`src/rtl/emac_irq_pkg.sv`:
```
package emac_irq_pkg;
    localparam int ST_W    = 8;
    localparam int EN_W    = 11;
    localparam int B_RX    = 0;
    localparam int B_TX    = 1;
    localparam int B_OTHER = 2;
    localparam int B_BERR  = 3;
    localparam int B_TMO   = 4;
    localparam int B_PHY   = 5;
    localparam int B_MGMT  = 6;
    localparam int B_RUNT  = 7;
    localparam int E_GATE0 = 8;

    typedef enum logic [1:0] {
        ST_RUN  = 2'd0,
        ST_HALT = 2'd1,
        ST_WAIT = 2'd2
    } halt_st_e;
endpackage

```
`src/rtl/emac_runt_cnt.sv`:
```
module emac_runt_cnt #(
    parameter int W = 4
) (
    input  logic         clk,
    input  logic         rst_n,
    input  logic         soft_rst,
    input  logic         inc,
    input  logic         rd_clr,
    output logic [W-1:0] cnt,
    output logic         msb_rise
);
    localparam logic [W-1:0] MAXV   = '1;
    localparam logic [W-1:0] BELOW  = MAXV >> 1;

    logic [W-1:0] cnt_d;

    always_comb begin
        if (rd_clr)
            cnt_d = inc ? W'(1) : '0;
        else if (inc && cnt != MAXV)
            cnt_d = cnt + W'(1);
        else
            cnt_d = cnt;
    end

    assign msb_rise = inc && !rd_clr && (cnt == BELOW);

    always_ff @(posedge clk or negedge rst_n) begin
        if (!rst_n)        cnt <= '0;
        else if (soft_rst) cnt <= '0;
        else               cnt <= cnt_d;
    end

    // clear on read
    a_r8_read_clears: assert property (@(posedge clk) disable iff (!rst_n)
        (rd_clr && !inc && !soft_rst) |=> (cnt == '0));
    // saturation
    a_r6_saturate: assert property (@(posedge clk) disable iff (!rst_n)
        (cnt == MAXV && !rd_clr && !soft_rst) |=> (cnt == MAXV));
endmodule

```
`src/rtl/emac_irq_status.sv`:
```
module emac_irq_status #(
    parameter int N = 8
) (
    input  logic         clk,
    input  logic         rst_n,
    input  logic         soft_rst,
    input  logic [N-1:0] set_vec,
    input  logic [N-1:0] clr_vec,
    output logic [N-1:0] status
);
    for (genvar i = 0; i < N; i++) begin : g_bit
        always_ff @(posedge clk or negedge rst_n) begin
            if (!rst_n)          status[i] <= 1'b0;
            else if (soft_rst)   status[i] <= 1'b0;
            else if (set_vec[i]) status[i] <= 1'b1;
            else if (clr_vec[i]) status[i] <= 1'b0;
        end

        // event wins over a same-cycle clear
        a_r3_set_wins: assert property (@(posedge clk) disable iff (!rst_n)
            (set_vec[i] && clr_vec[i] && !soft_rst) |=> status[i]);
        // bit stays put without set, clear or soft reset
        a_r2_sticky: assert property (@(posedge clk) disable iff (!rst_n)
            (!set_vec[i] && !clr_vec[i] && !soft_rst) |=> $stable(status[i]));
    end
endmodule

```
`src/rtl/emac_dma_halt_fsm.sv`:
```
module emac_dma_halt_fsm
    import emac_irq_pkg::*;
#(
    parameter int QID_W = 3
) (
    input  logic             clk,
    input  logic             rst_n,
    input  logic             soft_rst,
    input  logic             abort,
    input  logic [QID_W-1:0] abort_qid,
    input  logic             berr_flag,
    input  logic             restart,
    output logic             halt,
    output logic [QID_W-1:0] qid
);
    halt_st_e state, state_d;

    always_comb begin
        state_d = state;
        unique case (state)
            ST_RUN:  if (abort) state_d = ST_HALT;
            ST_HALT: if (!berr_flag && !abort) state_d = ST_WAIT;
            ST_WAIT: begin
                if (abort)        state_d = ST_HALT;
                else if (restart) state_d = ST_RUN;
            end
            default: state_d = ST_RUN;
        endcase
    end

    always_ff @(posedge clk or negedge rst_n) begin
        if (!rst_n)        state <= ST_RUN;
        else if (soft_rst) state <= ST_RUN;
        else               state <= state_d;
    end

    always_ff @(posedge clk or negedge rst_n) begin
        if (!rst_n)        qid <= '0;
        else if (soft_rst) qid <= '0;
        else if (abort)    qid <= abort_qid;
    end

    always_comb begin
        halt = (state != ST_RUN);
    end

    // restart ignored while the bus-error bit is set
    a_r10_restart_ignored: assert property (@(posedge clk) disable iff (!rst_n)
        (berr_flag && restart && !soft_rst) |=> halt);
    // abort always halts
    a_r10_abort_halts: assert property (@(posedge clk) disable iff (!rst_n)
        (abort && !soft_rst) |=> halt);
endmodule

```
`src/rtl/emac_irq_agg.sv`:
```
module emac_irq_agg
    import emac_irq_pkg::*;
#(
    parameter int RUNT_W = 4,
    parameter int QID_W  = 3,
    parameter int DW     = 32
) (
    input  logic             clk,
    input  logic             rst_n,
    input  logic             soft_rst,
    input  logic             ev_runt,
    input  logic             ev_mgmt,
    input  logic             ev_phy,
    input  logic             ev_timer,
    input  logic             ev_abort,
    input  logic [QID_W-1:0] ev_abort_qid,
    input  logic             ev_tx,
    input  logic             ev_rx,
    input  logic             ev_other,
    input  logic             wr_en,
    input  logic             rd_en,
    input  logic [1:0]       addr,
    input  logic [DW-1:0]    wdata,
    output logic [DW-1:0]    rdata,
    output logic             irq,
    output logic             dma_halt
);
    localparam int HALT_POS = 16;

    logic [EN_W-1:0]   en_q;
    logic [ST_W-1:0]   status, set_vec, clr_vec;
    logic [RUNT_W-1:0] runt_cnt;
    logic              runt_rise, rx_gate, restart, cnt_rd;
    logic [QID_W-1:0]  qid;
    logic              unused_wdata;

    assign unused_wdata = ^wdata;
    assign rx_gate      = &en_q[EN_W-1:E_GATE0];
    assign restart      = wr_en && (addr == 2'd3) && wdata[0];
    assign cnt_rd       = rd_en && (addr == 2'd2);

    always_comb begin
        set_vec         = '0;
        set_vec[B_RX]   = ev_rx && rx_gate;
        set_vec[B_TX]   = ev_tx;
        set_vec[B_OTHER]= ev_other;
        set_vec[B_BERR] = ev_abort;
        set_vec[B_TMO]  = ev_timer;
        set_vec[B_PHY]  = ev_phy;
        set_vec[B_MGMT] = ev_mgmt;
        set_vec[B_RUNT] = runt_rise;
        clr_vec = (wr_en && addr == 2'd0) ? wdata[ST_W-1:0] : '0;
    end

    always_ff @(posedge clk or negedge rst_n) begin
        if (!rst_n)                        en_q <= '0;
        else if (soft_rst)                 en_q <= '0;
        else if (wr_en && addr == 2'd1)    en_q <= wdata[EN_W-1:0];
    end

    emac_runt_cnt #(.W(RUNT_W)) u_runt (
        .clk(clk), .rst_n(rst_n), .soft_rst(soft_rst),
        .inc(ev_runt), .rd_clr(cnt_rd),
        .cnt(runt_cnt), .msb_rise(runt_rise)
    );

    emac_irq_status #(.N(ST_W)) u_stat (
        .clk(clk), .rst_n(rst_n), .soft_rst(soft_rst),
        .set_vec(set_vec), .clr_vec(clr_vec), .status(status)
    );

    emac_dma_halt_fsm #(.QID_W(QID_W)) u_halt (
        .clk(clk), .rst_n(rst_n), .soft_rst(soft_rst),
        .abort(ev_abort), .abort_qid(ev_abort_qid),
        .berr_flag(status[B_BERR]), .restart(restart),
        .halt(dma_halt), .qid(qid)
    );

    always_comb begin
        rdata = '0;
        unique case (addr)
            2'd0: rdata[ST_W-1:0]   = status;
            2'd1: rdata[EN_W-1:0]   = en_q;
            2'd2: rdata[RUNT_W-1:0] = runt_cnt;
            2'd3: begin
                rdata[QID_W-1:0] = qid;
                rdata[HALT_POS]  = dma_halt;
            end
            default: rdata = '0;
        endcase
    end

    assign irq = |(status & en_q[ST_W-1:0]);

    // overflow bit follows the rising counter MSB
    a_r7_runt_overflow: assert property (@(posedge clk) disable iff (!rst_n)
        $rose(runt_cnt[RUNT_W-1]) |-> status[B_RUNT]);
    // receive pulse with the gate shut never raises bit 0
    a_r5_rx_gated: assert property (@(posedge clk) disable iff (!rst_n)
        (ev_rx && !rx_gate && !status[B_RX]) |=> !status[B_RX]);
    // halted whenever the bus-error bit is set
    a_r10_halt_on_berr: assert property (@(posedge clk) disable iff (!rst_n)
        status[B_BERR] |-> dma_halt);
endmodule

```
`config.mk`:
```
export PLATFORM = sky130hd
export DESIGN_NAME = emac_irq_agg
export DESIGN_NICKNAME = d
export VERILOG_FILES = /design/src/rtl/emac_irq_pkg.sv /design/src/rtl/emac_runt_cnt.sv /design/src/rtl/emac_irq_status.sv /design/src/rtl/emac_dma_halt_fsm.sv /design/src/rtl/emac_irq_agg.sv
export SDC_FILE = /design/constraint.sdc
export NUM_CORES = 1
export LEC_CHECK = 0
export BUFFER_PORTS_ARGS = -buffer_cell sky130_fd_sc_hd__clkbuf_2
export CAP_MARGIN = 20
export CORE_MARGIN = 2
export CORE_UTILIZATION = 48
export DETAILED_ROUTE_END_ITERATION = 10
export PLACE_DENSITY = 0.85
export SETUP_SLACK_MARGIN = 0.2
export SYNTH_ARGS = -nofsm -noshare
export SYNTH_HDL_FRONTEND = slang
export SYNTH_SLANG_ARGS = --single-unit
```
`constraint.sdc`:
```
create_clock -name clk -period 2.29 [get_ports clk]
set_input_delay 0.458 -clock clk [delete_from_list [all_inputs] [get_ports clk]]
set_output_delay 0.458 -clock clk [all_outputs]
set_load 0.01 [all_outputs]
```
==> flow_summary.toml <==
[status]
status = "finished, final reports clean"

[clock_network]
clock_sinks = 28
clkSlewWorstSetupHoldPaths_ns = 0.15
cts_tree = "yes"
holdBufCountCts = 0
cts_max_level = 1
cts-root-buf = "clkbuf_4"
cts.repair.resized = 0
post_cts_buffers = 0
cts_made_buffers = 3
insertion_delay_ns = 0.33
clk_path_buf_depth = 2

[drt]
remaining_drc_errors = 0
drt-initial-drc-count = 48
antenna_left = 0
wire_per_inst_um = 13.7
drt_pass1_iterations = 4
vias = 1293
viasPerCell = 5.26
routed_wl_mm = 3.36

[timing]
layout_setup_ws_ns = 0.422
finClkSkew_ns = 0.00257
setup_violations = 0
finalCritPeriodShare_pct = 81.6
hold_viol_final = 0
slew_headroom_pct = 55.0
fin_setup_tns_ns = 0
final-max-slew-violation-count = 0
min_period_ns = 1.87
tightest_slew_ns = 0.675
rsz0062_at_grt = "false"
max_freq_mhz = 535

[layout]
layout-drive-gt1-share_pct = 28.7
antenna_cells = 0
nets = 254
syn2layout_area_growth_pct = 13.5

[pwr]
p_leak_uw = 0.000966
power.density_nw_per_um2 = 516
vdd_drop_max_v = 0.000281
total_power_uw = 932

[floorplan]
die_w_um = 61.6
core_area_sq_um = 3100
die-height_um = 61.6
start_util_pct = 51.2
fp-row-count = 20
io_pins = 84
die-area_sq_um = 3790

[run]
drv_cap = 0

[synthesis]
synth.top_cells.by_count = "dfrtp_1, buf_4, inv_1"
synth_top_area_cell = "dfrtp_1"
synth_edf_count = 0
ys_top_cells_by_area = "dfrtp_1, buf_4, a22o_1, mux2i_1, mux4_2"
synth.most_common_cell = "dfrtp_1"
synthArstFlopShare_pct = 100
syn_inst = 161
synth_flop_cell = "dfrtp_1"
synth_cell_type_count = 35
synth_seq_cells = 28
yosysWarningCount = 0
synth_area_sq_um = 1590
seq_area_frac_synth_pct = 44.1
synth.avg_cell_area_sq_um = 9.88
yosys.area.top_type_share_pct = 44.1

[worst_setup_path]
end_kind = "primary output"
startpoint_type = "input port"
criticalPathCategory = "in2out"
cp.arrival_ns = 1.41
critPathRequiredTime_ns = 1.83
crit_fanout = 11

[placed_design]
post-place-ws_ns = 0.416
hpwlAfterDp_mm = 2.51
io_buffers = 42
routabilityCongestion = 0.785

[global_routing]
grt_max_degree = 29
antenna_found_initial = 0
grt_usage_pct = 19.8
grt_pass1_wl_mm = 5.37
grt-ovfl-total = 0
grt_pass1_vias = 1149

[worst_hold_path]
hold_class = "in2async"
## cells by family (layout without fill, tap and decap cells)
family                     after synthesis  after routing  synth area share [%]
and+or+nand+nor                         32             32                  12.4
muxes                                   11             11                  9.28
buffers and inverters                   45             67                  15.8
adders and majority gates                1              1                 0.787
AOI/OAI and AO/OA                       43             43                  17.5
other                                    1             20                 0.236
DFF                                     28             28                  44.1
## worst max-delay path: stages
cell and delay [ns]:
clkbuf_2 0.27, mux4_2 0.54, clkbuf_2 0.14
## cell usage in the layout, fill, tap and decap left out, types with 2 or more instances in the layout
cell and count:
a21oi_1 13, a22o_1 11, a22oi_1 4, and2_1 3
buf_4 4, clkbuf_2 42, clkbuf_4 3, conb_1 20
dfrtp_1 28, inv_1 16, mux2i_1 8, mux4_2 3
nand2_1 2, nand3b_1 3, nand4_1 3, nor2_1 8
nor3_1 2, o21ai_0 11
## final timing paths
kind | start | end | slack (ns) | depth (start not counted)
hold / removal | rst_n | u_halt.qid[2] | 0.13 | 1
setup / recovery | addr[0] | rdata[2] | 0.42 | 3
hold reg to reg | u_halt.state[1] | u_halt.state[0] | 0.52 | 1
setup reg to reg | u_runt.cnt[0] | u_runt.cnt[0] | 0.74 | 4
max in group asynchronous | rst_n | u_runt.cnt[0] | 1.73 | 1
min in group clk | ev_timer | u_stat.status[4] | 0.31 | 3
## per-layer routing
metal	GRT usage, %	up-vias	part of all wire (%)
li1	-	609	-
met1	26.4	628	43
met2	31.3	50	49
met3	3.36	6	5.4
met4	9.73	0	2.1
met5	0	-	0
## sequential cells by signal, summed over array words and instances (netlist names)
signal	flops
u_halt.state	2
u_runt.cnt	4
u_stat.status	8
en_q	11
u_halt.qid	3
## metrics by stage
step	utilization, %	cells	area, sq um	hold WS, ns
floorplan	-	180	1660	0.162
global placement	57.0	242	1770	0.486
detailed placement	57.0	242	1770	0.497
CTS	58.2	246	1810	0.155
global route	58.2	246	1810	0.184
finish	58.2	246	1810	0.132
## power breakdown
part	total, uW	switching (uW)	internal, uW	leakage, uW
clock network	242	145	97.4	0.0000210
logic	156	91.0	64.5	0.000570
registers	534	19.0	515	0.000375
## area by class of cell
type                            count  area [sq um]
Fill cell                         299          1300
Inverter                           17          63.8
Multi-Input combinational cell    107           709
Timing Repair Buffer               46           240
Tap cell                           44          55.1
Clock buffer                        4          36.3
Sequential cell                    28           701
Note: power is estimated with default switching activity, not from simulation.
